===== config.mk =====
export PLATFORM = sky130hd
export DESIGN_NAME = dual_pwm
export DESIGN_NICKNAME = d
export VERILOG_FILES = /design/src/rtl/pwm_pkg.sv /design/src/rtl/pwm_regs.sv /design/src/rtl/pwm_chan.sv /design/src/rtl/pwm_datapath.sv /design/src/rtl/dual_pwm.sv
export SDC_FILE = /design/constraint.sdc
export NUM_CORES = 1
export LEC_CHECK = 0
export BUFFER_PORTS_ARGS = -buffer_cell sky130_fd_sc_hd__clkbuf_2
export CAP_MARGIN = 30
export CORE_MARGIN = 1
export CORE_UTILIZATION = 60
export DETAILED_ROUTE_END_ITERATION = 8
export PLACE_DENSITY = 0.77
export SYNTH_ARGS = -nofsm -noshare
export SYNTH_HDL_FRONTEND = slang
export SYNTH_SLANG_ARGS = --single-unit

===== constraint.sdc =====
create_clock -name clk -period 5.2 [get_ports clk]
set_input_delay 1.04 -clock clk [delete_from_list [all_inputs] [get_ports clk]]
set_output_delay 1.04 -clock clk [all_outputs]
set_load 0.005 [all_outputs]

===== src/rtl/pwm_pkg.sv =====
package pwm_pkg;

  localparam int NCH      = 2;
  localparam int DATA_W   = 32;

  // word addresses
  localparam int CTL_WORD   = 0;
  localparam int STA_WORD   = 1;
  localparam int RNG_BASE   = 4;
  localparam int DAT_BASE   = 5;
  localparam int CH_WSTRIDE = 4;

  // bit positions inside one channel's control byte
  localparam int CH_BSTRIDE = 8;
  localparam int EN_B  = 0;
  localparam int SIL_B = 3;
  localparam int POL_B = 4;
  localparam int MSE_B = 7;

  // status bit positions
  localparam int WERR_B   = 2;
  localparam int RERR_B   = 3;
  localparam int BERR_B   = 8;
  localparam int BUSY_B0  = 9;

  typedef struct packed {
    logic en;
    logic msen;
    logic pola;
    logic sbit;
  } chanCtl_t;

endpackage


===== src/rtl/pwm_regs.sv =====
module pwm_regs
  import pwm_pkg::*;
#(
  parameter int ADDR_W = 4,
  parameter int CNT_W  = 32
) (
  input  logic                          clk,
  input  logic                          rstN,
  input  logic                          busValid,
  input  logic                          busWrite,
  input  logic [ADDR_W-1:0]             busAddr,
  input  logic [DATA_W-1:0]             busWdata,
  output logic [DATA_W-1:0]             busRdata,
  output chanCtl_t [NCH-1:0]            chanCtl,
  output logic [NCH-1:0][CNT_W-1:0]     chanRng,
  output logic [NCH-1:0][CNT_W-1:0]     chanDat
);

  localparam logic [ADDR_W-1:0] A_CTL = ADDR_W'(CTL_WORD);
  localparam logic [ADDR_W-1:0] A_STA = ADDR_W'(STA_WORD);

  logic [DATA_W-1:0]         ctlQ;
  logic [NCH-1:0][CNT_W-1:0] rngQ;
  logic [NCH-1:0][CNT_W-1:0] datQ;
  logic                      wrErrQ, rdErrQ, busErrQ;

  logic wrEn, rdEn;
  logic hitCtl, hitSta, mapped;
  logic [NCH-1:0] hitRng, hitDat, chanOn;
  logic blockedWr;
  logic [DATA_W-1:0] staWord, rdMux;

  assign wrEn   = busValid &  busWrite;
  assign rdEn   = busValid & ~busWrite;
  assign hitCtl = (busAddr == A_CTL);
  assign hitSta = (busAddr == A_STA);

  always_comb begin
    mapped    = hitCtl | hitSta;
    blockedWr = 1'b0;
    for (int c = 0; c < NCH; c++) begin
      hitRng[c] = (busAddr == ADDR_W'(RNG_BASE + CH_WSTRIDE * c));
      hitDat[c] = (busAddr == ADDR_W'(DAT_BASE + CH_WSTRIDE * c));
      chanOn[c] = ctlQ[CH_BSTRIDE * c + EN_B];
      mapped    = mapped | hitRng[c] | hitDat[c];
      if (wrEn && chanOn[c] && (hitRng[c] || hitDat[c]))
        blockedWr = 1'b1;
    end
  end

  always_comb begin
    staWord = '0;
    staWord[WERR_B] = wrErrQ;
    staWord[RERR_B] = rdErrQ;
    staWord[BERR_B] = busErrQ;
    for (int c = 0; c < NCH; c++)
      staWord[BUSY_B0 + c] = chanOn[c];
  end

  always_comb begin
    rdMux = '0;
    if (hitCtl) rdMux = ctlQ;
    if (hitSta) rdMux = staWord;
    for (int c = 0; c < NCH; c++) begin
      if (hitRng[c]) rdMux = DATA_W'(rngQ[c]);
      if (hitDat[c]) rdMux = DATA_W'(datQ[c]);
    end
  end

  always_ff @(posedge clk) begin
    if (!rstN) begin
      ctlQ     <= '0;
      rngQ     <= '0;
      datQ     <= '0;
      wrErrQ   <= 1'b0;
      rdErrQ   <= 1'b0;
      busErrQ  <= 1'b0;
      busRdata <= '0;
    end else begin
      if (rdEn) busRdata <= rdMux;
      if (wrEn && hitCtl) ctlQ <= busWdata;
      for (int c = 0; c < NCH; c++) begin
        if (wrEn && hitRng[c] && !chanOn[c]) rngQ[c] <= busWdata[CNT_W-1:0];
        if (wrEn && hitDat[c] && !chanOn[c]) datQ[c] <= busWdata[CNT_W-1:0];
      end
      if (wrEn && hitSta) begin
        if (busWdata[WERR_B]) wrErrQ  <= 1'b0;
        if (busWdata[RERR_B]) rdErrQ  <= 1'b0;
        if (busWdata[BERR_B]) busErrQ <= 1'b0;
      end
      if (wrEn && !mapped) wrErrQ  <= 1'b1;
      if (rdEn && !mapped) rdErrQ  <= 1'b1;
      if (blockedWr)       busErrQ <= 1'b1;
    end
  end

  generate
    for (genvar g = 0; g < NCH; g++) begin : g_cfg
      assign chanCtl[g].en   = ctlQ[CH_BSTRIDE * g + EN_B];
      assign chanCtl[g].msen = ctlQ[CH_BSTRIDE * g + MSE_B];
      assign chanCtl[g].pola = ctlQ[CH_BSTRIDE * g + POL_B];
      assign chanCtl[g].sbit = ctlQ[CH_BSTRIDE * g + SIL_B];
      assign chanRng[g]      = rngQ[g];
      assign chanDat[g]      = datQ[g];


      blocked_rng_chk: assert property (@(posedge clk) disable iff (!rstN)
        (wrEn && hitRng[g] && chanCtl[g].en) |=> $stable(chanRng[g]));

      blocked_dat_chk: assert property (@(posedge clk) disable iff (!rstN)
        (wrEn && hitDat[g] && chanCtl[g].en) |=> $stable(chanDat[g]));
    end
  endgenerate


  berr_sticky_chk: assert property (@(posedge clk) disable iff (!rstN)
    (busErrQ && !(wrEn && hitSta && busWdata[BERR_B])) |=> busErrQ);


  unmapped_zero_chk: assert property (@(posedge clk) disable iff (!rstN)
    (rdEn && !mapped) |=> (busRdata == '0));


  busy_read_chk: assert property (@(posedge clk) disable iff (!rstN)
    (rdEn && hitSta) |=> (busRdata[BUSY_B0 +: NCH] == $past(chanOn)));

endmodule


===== src/rtl/pwm_chan.sv =====
module pwm_chan
  import pwm_pkg::*;
#(
  parameter int CNT_W = 32
) (
  input  logic             clk,
  input  logic             rstN,
  input  logic             tick,
  input  chanCtl_t         ctl,
  input  logic [CNT_W-1:0] rng,
  input  logic [CNT_W-1:0] dat,
  output logic             pwmOut
);

  logic [CNT_W-1:0] cnt, acc;
  logic [CNT_W:0]   accSum, accWrap;
  logic [CNT_W-1:0] cntInc, cntNext, accNext;
  logic             full, accHit, rawBit;

  assign full    = (dat >= rng);
  assign cntInc  = cnt + 1'b1;
  assign cntNext = (cntInc >= rng) ? '0 : cntInc;
  assign accSum  = {1'b0, acc} + {1'b0, dat};
  assign accHit  = (accSum >= {1'b0, rng});
  assign accWrap = accSum - {1'b0, rng};
  assign accNext = accHit ? accWrap[CNT_W-1:0] : accSum[CNT_W-1:0];

  always_comb begin
    if (full)          rawBit = 1'b1;
    else if (ctl.msen) rawBit = (cnt < dat);
    else               rawBit = accHit;
  end

  always_ff @(posedge clk) begin
    if (!rstN) begin
      cnt    <= '0;
      acc    <= '0;
      pwmOut <= 1'b0;
    end else if (!ctl.en) begin
      cnt    <= '0;
      acc    <= '0;
      pwmOut <= ctl.sbit;
    end else if (tick) begin
      cnt    <= cntNext;
      if (!full && !ctl.msen) acc <= accNext;
      pwmOut <= rawBit ^ ctl.pola;
    end
  end


  idle_level_chk: assert property (@(posedge clk) disable iff (!rstN)
    !ctl.en |=> (pwmOut == $past(ctl.sbit)));


  full_level_chk: assert property (@(posedge clk) disable iff (!rstN)
    (ctl.en && tick && (dat >= rng)) |=> (pwmOut == !$past(ctl.pola)));


  cnt_bound_chk: assert property (@(posedge clk) disable iff (!rstN)
    (ctl.en && (rng != '0)) |-> (cnt < rng));


  acc_bound_chk: assert property (@(posedge clk) disable iff (!rstN)
    (ctl.en && !ctl.msen && (dat < rng)) |-> (acc < rng));

endmodule


===== src/rtl/pwm_datapath.sv =====
module pwm_datapath
  import pwm_pkg::*;
#(
  parameter int CNT_W = 32
) (
  input  logic                      clk,
  input  logic                      rstN,
  input  logic                      tick,
  input  chanCtl_t [NCH-1:0]        chanCtl,
  input  logic [NCH-1:0][CNT_W-1:0] chanRng,
  input  logic [NCH-1:0][CNT_W-1:0] chanDat,
  output logic [NCH-1:0]            pwmOut
);

  generate
    for (genvar g = 0; g < NCH; g++) begin : g_chan
      pwm_chan #(.CNT_W(CNT_W)) u_chan (
        .clk    (clk),
        .rstN   (rstN),
        .tick   (tick),
        .ctl    (chanCtl[g]),
        .rng    (chanRng[g]),
        .dat    (chanDat[g]),
        .pwmOut (pwmOut[g])
      );
    end
  endgenerate

endmodule


===== src/rtl/dual_pwm.sv =====
module dual_pwm
  import pwm_pkg::*;
#(
  parameter int ADDR_W = 4,
  parameter int CNT_W  = 32
) (
  input  logic              clk,
  input  logic              rstN,
  input  logic              tick,
  input  logic              busValid,
  input  logic              busWrite,
  input  logic [ADDR_W-1:0] busAddr,
  input  logic [31:0]       busWdata,
  output logic [31:0]       busRdata,
  output logic [1:0]        pwmOut
);

  chanCtl_t [NCH-1:0]        chanCtl;
  logic [NCH-1:0][CNT_W-1:0] chanRng;
  logic [NCH-1:0][CNT_W-1:0] chanDat;

  pwm_regs #(.ADDR_W(ADDR_W), .CNT_W(CNT_W)) u_regs (
    .clk      (clk),
    .rstN     (rstN),
    .busValid (busValid),
    .busWrite (busWrite),
    .busAddr  (busAddr),
    .busWdata (busWdata),
    .busRdata (busRdata),
    .chanCtl  (chanCtl),
    .chanRng  (chanRng),
    .chanDat  (chanDat)
  );

  pwm_datapath #(.CNT_W(CNT_W)) u_dp (
    .clk     (clk),
    .rstN    (rstN),
    .tick    (tick),
    .chanCtl (chanCtl),
    .chanRng (chanRng),
    .chanDat (chanDat),
    .pwmOut  (pwmOut)
  );

endmodule


---- Word-level counts from Yosys, hierarchy flattened ----
Cells that the tools add are included.
word-level totals
  word-level logic and storage cells ...... 116
  flip-flop bits (word level) ............. 325
cells by class
  multiplexer cells ....................... 29
  $add $sub $neg .......................... 6
  bitwise logic cells ..................... 10
  eq/ne operators ......................... 7
  reduce and logical (&&, ||, !) cells .... 41
  magnitude comparators ................... 8
operator list
  cell                                                              number
  32-bit two-way mux                                                10
  32-bit greater-or-equal comparator                                4
  32-bit by 32-bit adder with 33-bit output                         2
  33-bit by 32-bit greater-or-equal comparator with 1-bit output    2
  32-bit by 1-bit adder with 32-bit output (second input constant)  2
  32-bit < comparator                                               2
  32-bit subtractor                                                 2
  1-bit two-way mux                                                 19
  1-bit logical AND                                                 18
  2-bit AND reduction                                               7
  2-bit nonzero test                                                6
  4-bit by 3-bit == test with 1-bit output (second input constant)  2
  4-bit == test (second input constant)                             2
  1-bit logical NOT                                                 7
  1-bit bitwise OR                                                  5
  4-bit by 1-bit == test with 1-bit output (second input constant)  1
  4-bit logical NOT                                                 1
  2-bit != test (second input constant)                             2
  1-bit bitwise AND                                                 2
  1-bit logical OR                                                  2
  1-bit XOR                                                         2
  1-bit NOT                                                         1

---- Logic depth before layout (Yosys ltp) ----
Gate-level depths: netlist (run 1).
  depth in word-level cells ............... 10
  mapped depth ............................ 23
  gate-level depth less buffers ........... 22

---- By module ----
Synthesis (run 1) repeated with hierarchy kept, for this count alone.
second synthesis, totals
  cells, all modules ...................... 3323
  area total of the unflattened synthesis .. 26041.2 µm²
by module, submodules not included
  module                             cells an instance  area an instance (µm²)  instances  sequential area each (µm²)
  pwm_chan at u_dp.g_chan[1].u_chan  1150               8778.4                  1          1301.2
  pwm_chan at u_dp.g_chan[0].u_chan  1137               8738.4                  1          1301.2
  pwm_regs                           1036               8524.4                  1          3903.7

---- Worst setup path after synthesis (run 1) ----
OpenSTA, ideal clock, no wires.
  kind .................................... reg2reg
  from .................................... register u_regs.datQ, in the netlist u_regs.chanDat[0]
  to ...................................... register u_dp.g_chan[0].u_chan.acc[18]
  path slack .............................. 0.506 ns
  library setup time ...................... 0.086 ns
  cell stages (with the launch flop) ...... 22
  buffers on the path ..................... 2
  clock period less this slack ............ 4.694 ns
  data arrival time ....................... 4.609 ns
  cells stage by stage .................... dfxtp_1 -> ha_1 -> fa_1 -> a211oi_1 -> o21a_1 -> nor3_1 -> o22ai_1 -> o31ai_1 -> a221oi_1 -> xnor2_1 -> ha_1 -> clkbuf_1 -> a21o_1 -> a31oi_1 -> o21a_1 -> o21ai_0 -> or3_1 -> a211o_1 -> buf_2 -> nor3_2 -> a21oi_1 -> a211oi_1
on the way
  longest elaborated chain between the ends .. 4
  elaborated cells between the ends (all ways) .. 8
RTL lines
  item                                                                               line            source
  start, declared                                                                    pwm_regs.sv:24  logic [NCH-1:0][CNT_W-1:0] datQ;
  start signal, assigned by index                                                    pwm_regs.sv:84  if (wrEn && hitDat[c] && !chanOn[c]) datQ[c] <= busWdata[CNT_W-1:0];
  branches (longest 4 deep; another with 32-bit by 32-bit adder with 33-bit output)  --
  end signal, assigned                                                               pwm_chan.sv:45  if (!full && !ctl.msen) acc <= accNext;
  end, declared                                                                      pwm_chan.sv:15  logic [CNT_W-1:0] cnt, acc;
Several ways; the timed one is not identified.
A chain may end at the register's enable or synchronous reset.

---- Final worst setup path (run 1) ----
  from .................................... register u_regs.datQ, in the netlist u_regs.chanDat[0]
  to ...................................... register u_dp.g_chan[0].u_chan.pwmOut
on the way
  longest elaborated chain between the ends .. 7
  elaborated cells between the ends (all ways) .. 9
RTL lines
  item                                                            line            source
  32-bit by 32-bit adder with 33-bit output                       pwm_chan.sv:23  assign accSum = {1'b0, acc} + {1'b0, dat};
  33-bit by 32-bit greater-or-equal comparator with 1-bit output  pwm_chan.sv:24  assign accHit = (accSum >= {1'b0, rng});
  1-bit two-way mux                                               pwm_chan.sv:30  else if (ctl.msen) rawBit = (cnt < dat);
  1-bit two-way mux (*)                                           pwm_chan.sv:29  if (full) rawBit = 1'b1;
  1-bit XOR (*)                                                   pwm_chan.sv:46  pwmOut <= rawBit ^ ctl.pola;
  1-bit two-way mux (*)                                           pwm_chan.sv:43  end else if (tick) begin
  1-bit two-way mux (*)                                           pwm_chan.sv:39  end else if (!ctl.en) begin
  end signal, assigned                                            pwm_chan.sv:42  pwmOut <= ctl.sbit;
  end signal, assigned                                            pwm_chan.sv:46
  end, declared                                                   pwm_chan.sv:12  output logic pwmOut
Mark *: on every way between the ends. The rest lies on a longest branch, timed or not. The select of a mux whose other input is x is not followed.

==> reports/summary.txt, run 1 <==
Status = finished, final reports clean
Leakage power = 0.0121 uW
CP startpoint kind = register
Site row count = 75
Syn. warnings = 0
Vias in the first global route = 24182
Post-route DRC = 0
Pre-antenna DRT Iters = 7
Critical path's largest stage delay = 0.42 ns
Min Tclk post-route = 4.99 ns
Placed insts = 3804
Post-synth EDFFs = 0
Die Footprint = 0.0432 mm^2
Peak VDD IR = 211 uV
Ys async rst share = 0%
Synth-to-layout area growth = 11.6%
Initial DRC count = 2212
Ports placed on the boundary = 75
CP Class = reg -> reg
CTS Buf Count = 39
Clk_skew = 0.0186 ns
Syn_nets = 3605
Slew @ Worst Pin = 1.00 ns
Worst Path Required = 5.68 ns
Syn_area_per_cell = 7.85 um^2
Post-DRT Antenna Nets = 0
DRT Wirelength = 79500 um
Die Ht = 208 um
CTS tree = done
Largest net degree at the start of global routing = 160
PortBufs = 74
Layout Cells excl Fill = 3882
Slowest CP cell = fa_1
Setup violators final = 0
Share of cells above drive strength 1 = 9.43%
CP top delay family = compound AO/OA/AOI/OAI gates
CP endpoint kind = register
# clock sinks = 325
Share of Yosys cell area claimed by the top area cell type = 25.6%
Clock slew at reported path FFs = 0.06 ns
Seq/Total Area, Yosys = 25.6%
Final Wtd Congestion = 0.971
Crit share post-route = 95.9%
Total gr overflow = 0
Crit path DAT = 5.46 ns
GR Util All Layers = 36.1%
Synth area leader = dfxtp_1
Clock Tree Root = clkbuf_16
Final Power = 6510 uW
Hold_buf cts = 0
Top FF cell, synth = dfxtp_1
Core area = 0.0419 mm^2
Chip Width = 208 um
Vias post-DR = 24927
CTS Buffer Depth = 3
Netlist cell types = 88
Fin. max-slew vios = 0
Starting density of the core = 60.7%
Clk_lat worst skew = 0.58 ns
HPWL after DPL = 60100 um
Final hold vios = 0
Fmax achieved = 200 MHz
Drt via density = 6.42
Mapped cell area = 0.0254 mm^2
Slew headroom = 33.0%
WL/cell = 20.5 um
Initial antenna violation count = 4
PwrDens = 229 mW/mm^2
CP Max Fanout = 5
Area contributors post-synth = dfxtp_1 (26%), ha_1 (16%), nand2_1 (7.4%), a21boi_0 (4.9%), a21oi_1 (4.8%)
First-pass GRT wire length = 126000 um
Hold Path Class = reg -> reg
Register bit total from synthesis = 325
Syn Inst Count = 3240
Final #Nets = 3678
H-tree levels = 2
Max_cap viols = 0
CP cell instances = ha_1 -> fa_1 -> a211oi_2 -> o21a_1 -> nor2_1 -> nor2_1 -> o21bai_1 -> a21oi_1 -> xnor2_1 -> ha_1 -> and3_1 -> a31o_1 -> or3_1 -> o211ai_1 -> nand2_1 -> and2_1 -> a211oi_4 -> o221ai_1 -> xnor2_1 -> o21ai_1
Buf/Inv on CP = 0
timing repair:
| action | in CTS | in global routing |
|---|---|---|
| pin swaps | 0 | 18 |
| resized for setup | 2 | 42 |
| setup buffers | 0 | 7 |
| setup endpoints to repair | 6 | 66 |
| cloned | 0 | 0 |
registers in the layout, summed over array words and instances (netlist names):
name                       count
u_dp.g_chan.u_chan.acc        64
u_dp.g_chan.u_chan.cnt        64
u_regs.chanDat                64
u_regs.chanRng                64
u_regs.busRdata               32
u_regs.ctlQ                   32
u_dp.g_chan.u_chan.pwmOut      2
u_regs.busErrQ                 1
u_regs.rdErrQ                  1
u_regs.wrErrQ                  1
power by group:
group / internal, uW / switching [uW]
Sequential: 2510 / 15.7
Combinational: 373 / 582
Clock: 1850 / 1180
Total: 4730 / 1780
cells in the final DEF, fill, tap and decap left out, types with 12 or more instances in the layout:
master	n
mux2i_1	40
nand2_1	496
a21boi_0	163
dfxtp_1	322
clkbuf_2	73
a21o_1	109
a311oi_1	34
and4_1	12
ha_1	318
nor2b_1	54
o211ai_1	21
o21ai_0	140
a31oi_1	34
xor2_1	49
o21bai_1	18
o21a_1	28
nor3_1	43
nand3_1	77
nand4_1	41
a211oi_1	73
clkbuf_16	40
buf_4	101
a21oi_1	242
a32o_1	24
xnor2_1	117
and3_1	46
inv_1	165
and2_1	13
a22oi_1	39
nand2b_1	21
nor2_1	162
metrics by stage:
step	hold WS [ns]	worst slack, ns	instance area (um^2)	setup TNS [ns]	utilization, %
final	0.461	0.212	28400	0	67.8
after global routing	0.483	-0.0358	28400	-0.139	67.8
after CTS	0.464	0.0198	28100	0	67.2
after detailed placement	0.456	-0.0396	26700	-0.0617	63.8
after global placement	0.450	0.0593	26700	0	63.8
after floorplan	0.443	0.506	25400	0	-
worst register-to-register path, stage by stage, from the launching register on:
cell and delay [ns]:
dfxtp_1 0.31, ha_1 0.24, fa_1 0.42, a211oi_2 0.30
o21a_1 0.19, nor2_1 0.06, nor2_1 0.17, o21bai_1 0.09
a21oi_1 0.17, xnor2_1 0.16, ha_1 0.31, and3_1 0.19
a31o_1 0.22, or3_1 0.35, o211ai_1 0.31, nand2_1 0.15
and2_1 0.23, a211oi_4 0.33, o221ai_1 0.34, xnor2_1 0.24
o21ai_1 0.08
synth_stat cells, types with 55 or more instances:
cell      instances
nor2b_1          55
o21ai_0         142
a211oi_1         78
nand2_1         498
nor2_1          162
a21oi_1         244
dfxtp_1         325
ha_1            320
a21o_1          109
xnor2_1         117
inv_1           165
a21boi_0        166
nand3_1          77
clkbuf_1        131
kinds of logic (layout without fill, tap and decap cells):
family	after synthesis	in the layout	synth area share, %
AO/OA/AOI/OAI	1031	1031	27.4
XOR/XNOR	166	166	5.72
adder cells (fa/ha/maj)	324	324	16.1
buffers and inverters	314	413	4.74
flip-flops	325	325	25.6
multiplexers	44	44	1.77
other	0	4	0
AND/OR/NAND/NOR	1036	1036	18.7
path summary, 6_finish.rpt:
path / cells after the start / to / slack (ns) / start
max reg2reg: 20 / u_dp.g_chan[0].u_chan.pwmOut$_SDFFE_PN0P_ / 0.21 / u_regs.chanDat[0]$_SDFFE_PN0P_
max: 20 / u_dp.g_chan[0].u_chan.pwmOut$_SDFFE_PN0P_ / 0.21 / u_regs.chanDat[0]$_SDFFE_PN0P_
min: 2 / u_regs.chanRng[41]$_SDFFE_PN0P_ / 0.46 / u_regs.chanRng[41]$_SDFFE_PN0P_
min reg2reg: 2 / u_regs.chanRng[41]$_SDFFE_PN0P_ / 0.46 / u_regs.chanRng[41]$_SDFFE_PN0P_
layer usage:
metal / GRT usage (%) / share of wire (%) / vias to the layer above / routed length, um
met5: 0 / 0 / - / 0
met4: 17.1 / 4.4 / 0 / 3520
met3: 3.74 / 7.0 / 219 / 5530
met2: 61.6 / 47 / 1005 / 37500
met1: 45.6 / 41 / 11831 / 32900
li1: - / - / 11872 / -
area by class of cell:
class | instances | area (um^2)
clock inverter | 14 | 248
timing repair buffer | 180 | 1200
inverter | 166 | 623
fill | 3597 | 13500
sequential | 325 | 6510
clock buffer | 53 | 1150
antenna | 4 | 10.0
multi-input combinational | 2601 | 18000
tap | 539 | 674
Note: power is estimated with default switching activity, not from simulation.
==> run 2: changes to the inputs <==
- SYNTH_HIERARCHICAL: not set -> 1
==> run 2 against run 1 <==
Utilization up 0.73 points; worst setup slack worse by 0.040 ns; final cell count up 3.7%; critical path depth down 2; routed wire length up 2.1%; worst hold slack better by 0.0038 ns; register-to-register slack worse by 0.04 ns; clock power down 6.6%; die area up 2.4%.
==> reports/summary.txt, run 2 <==
Slew headroom = 29.6%
Largest net degree at the start of global routing = 97
Post-Synth XOR/XNOR Area = 5.45%
Final #Nets = 3775
Total gr overflow = 0
CTS tree = done
RR Endpoint = u_dp/g_chan[0].u_chan/cnt[2]$_SDFFE_PN0P_
Max_cap viols = 0
Synth area leader = dfxtp_1
Placed Area = 0.0274 mm^2
Chip Width = 210 um
Top FF cell, synth = dfxtp_1
Syn_area_per_cell = 7.84 um^2
Crit share post-route = 96.7%
PortBufs = 74
Mapped cell area = 0.0260 mm^2
Register bit total from synthesis = 325
Post-synthesis simple-gate area fraction = 20.9%
Synth-to-layout area growth = 11.6%
Core area = 0.0424 mm^2
R2r worst-path depth = 18
Post-synth EDFFs = 0
Vias post-DR = 25629
Share of Yosys cell area claimed by the top area cell type = 25.0%
Clk_skew = 0.0163 ns
Hold Path Stages = 2
DRT Wirelength = 81100 um
R2R Setup Slk = 0.17 ns
RSZ-0062 raised after global routing = no
Syn Inst Count = 3323
CP cell instances = ha_1 -> and3_1 -> and3_1 -> and3_1 -> and2_1 -> and3_1 -> nand4_1 -> xnor2_1 -> ha_1 -> a21o_1 -> a21o_1 -> a21o_1 -> a21o_1 -> a21oi_1 -> o21ai_0 -> a2111oi_1 -> o21ai_0 -> a21oi_1
Final Wtd Congestion = 1.01
Leakage power = 0.0123 uW
Post-route DRC = 0
Crit path DAT = 5.50 ns
Synth cell count leaders = nand2_1 (479), dfxtp_1 (325), ha_1 (320)
CP endpoint kind = register
Hold Path End = u_regs/ctlQ[31]$_SDFFE_PN0P_
Final Util = 68.5%
Worst Path Required = 5.68 ns
Fin Setup TNS = 0 ns
Syn. warnings = 6
Setup violators final = 0
Adder-Cell Fraction of Synth Area = 15.7%
Site row count = 75
Slew @ Worst Pin = 1.05 ns
Ys async rst share = 0%
Netlist cell types = 94
FF-to-FF Start = u_dp/g_chan[0].u_chan/cnt[0]$_SDFFE_PN0P_
Status = finished, final reports clean
CP Class = reg -> reg
Clock Tree Root = clkbuf_16
Die Ht = 210 um
Seq/Total Area, Yosys = 25.0%
Hold Path Class = reg -> reg
Pre-antenna DRT Iters = 8
Commonest non-fill, non-tap cell in the layout = nand2_1
Vias in the first global route = 24727
Compound-Gate Fraction of Synth Area = 25.5%
Final Power = 6370 uW
Min Tclk post-route = 5.03 ns
H-tree levels = 2
Syn_nets = 3688
Post-DRT Antenna Nets = 0
Finished layout cell area = 0.0291 mm^2
Critical path's largest stage delay = 0.63 ns
Clock slew at reported path FFs = 0.06 ns
Final hold vios = 0
Share of cells above drive strength 1 = 10.6%
# clock sinks = 325
HPWL after DPL = 61500 um
Peak VDD IR = 191 uV
PwrDens = 219 mW/mm^2
Slowest CP cell = a2111oi_1
Area contributors post-synth = dfxtp_1 (25%), ha_1 (15%), nand2_1 (6.9%), a21oi_1 (4.5%), xnor2_1 (3.7%)
CP Max Fanout = 6
CP startpoint kind = register
Fin. max-slew vios = 0
Fmax achieved = 199 MHz
Most frequent cells in the layout = nand2_1 (477), dfxtp_1 (325), ha_1 (320)
Mux share of post-synthesis cell area = 1.83%
CTS Buffer Depth = 3
Initial DRC count = 2421
Drt via density = 6.37
Die Footprint = 0.0442 mm^2
CTS Buf Count = 37
Count leader, synth = nand2_1
GR Util All Layers = 36.0%
Ports placed on the boundary = 75
Largest family of logic cells by synthesized area = compound AO/OA/AOI/OAI gates
Starting density of the core = 61.4%
Clk_lat worst skew = 0.56 ns
First-pass GRT wire length = 128000 um
WL/cell = 20.2 um
Hold Startpoint = u_regs/ctlQ[31]$_SDFFE_PN0P_
Initial antenna violation count = 9
==> run 2: power breakdown <==
group / internal, uW / switching (uW) / total [uW] / leakage [uW]
Sequential: 2510 / 24.8 / 2540 / 0.00262
Combinational: 415 / 586 / 1000 / 0.00909
Clock: 1680 / 1150 / 2830 / 0.000627
Total: 4610 / 1760 / 6370 / 0.0123
==> run 2: worst max-delay path: cells and delay by family, from the launching register on <==
kind	cells	cell delay (ns)
AO/OA/AOI/OAI	9	2.03
AND/OR/NAND/NOR	6	1.64
adder cells (fa/ha/maj)	2	0.62
flip-flops	1	0.42
XOR/XNOR	1	0.21
==> run 2: cells by family after synthesis <==
group | Yosys count
buffers and inverters | 347
AND/OR/NAND/NOR | 1143
XOR/XNOR | 162
adder cells (fa/ha/maj) | 324
AO/OA/AOI/OAI | 981
flip-flops | 325
multiplexers | 41
==> run 2: cell type report <==
class	instances	area, um^2
fill	3538	13400
multi-input combinational	2652	18300
sequential	325	6510
antenna	8	20.0
tap	577	722
timing repair buffer	214	1530
clock inverter	20	249
inverter	180	676
clock buffer	48	1050
==> run 2: layer usage <==
layer	share of wire [%]	global-route usage, %	wire (um)	vias up
met1	41	44.8	33300	12171
met4	5.6	19.3	4510	2
met2	47	60.5	37900	1113
li1	-	-	-	12093
met5	0.016	0	13	-
met3	6.6	4.80	5390	250
==> run 2: per-stage QoR <==
stage | instances | hold slack (ns) | setup slack, ns
6_report | 4024 | 0.465 | 0.173
4_1_cts | 4009 | 0.467 | 0.0467
3_3_place_gp | 3934 | 0.442 | 0.0145
2_1_floorplan | 3323 | 0.435 | 0.529
5_1_grt | 4021 | 0.497 | 0.000944
3_5_place_dp | 3937 | 0.458 | -0.0864
==> run 2: worst max path at each step <==
stage                                                             to                                 startpoint  slack (ns)
after CTS                  u_dp/g_chan[1].u_chan/acc[2]$_SDFFE_PN0P_            u_regs/chanDat[32]$_SDFFE_PN0P_        0.05
final                      u_dp/g_chan[0].u_chan/cnt[2]$_SDFFE_PN0P_  u_dp/g_chan[0].u_chan/cnt[0]$_SDFFE_PN0P_        0.17
after global routing      u_dp/g_chan[0].u_chan/acc[31]$_SDFFE_PN0P_             u_regs/chanDat[0]$_SDFFE_PN0P_      0.0009
after floorplan           u_dp/g_chan[1].u_chan/acc[15]$_SDFFE_PN0P_            u_regs/chanDat[32]$_SDFFE_PN0P_        0.53
after detailed placement   u_dp/g_chan[0].u_chan/acc[2]$_SDFFE_PN0P_             u_regs/chanDat[0]$_SDFFE_PN0P_       -0.09
after global placement     u_dp/g_chan[0].u_chan/acc[2]$_SDFFE_PN0P_             u_regs/chanDat[0]$_SDFFE_PN0P_        0.01
==> run 2: repair_timing <==
item | CTS | global route
cloned | 1 | 1
endpoints found under the setup margin | 10 | 65
setup buffers | 3 | 6
hold buffers | 0 | 0
pin swaps | 1 | 17
gates resized for setup | 1 | 35
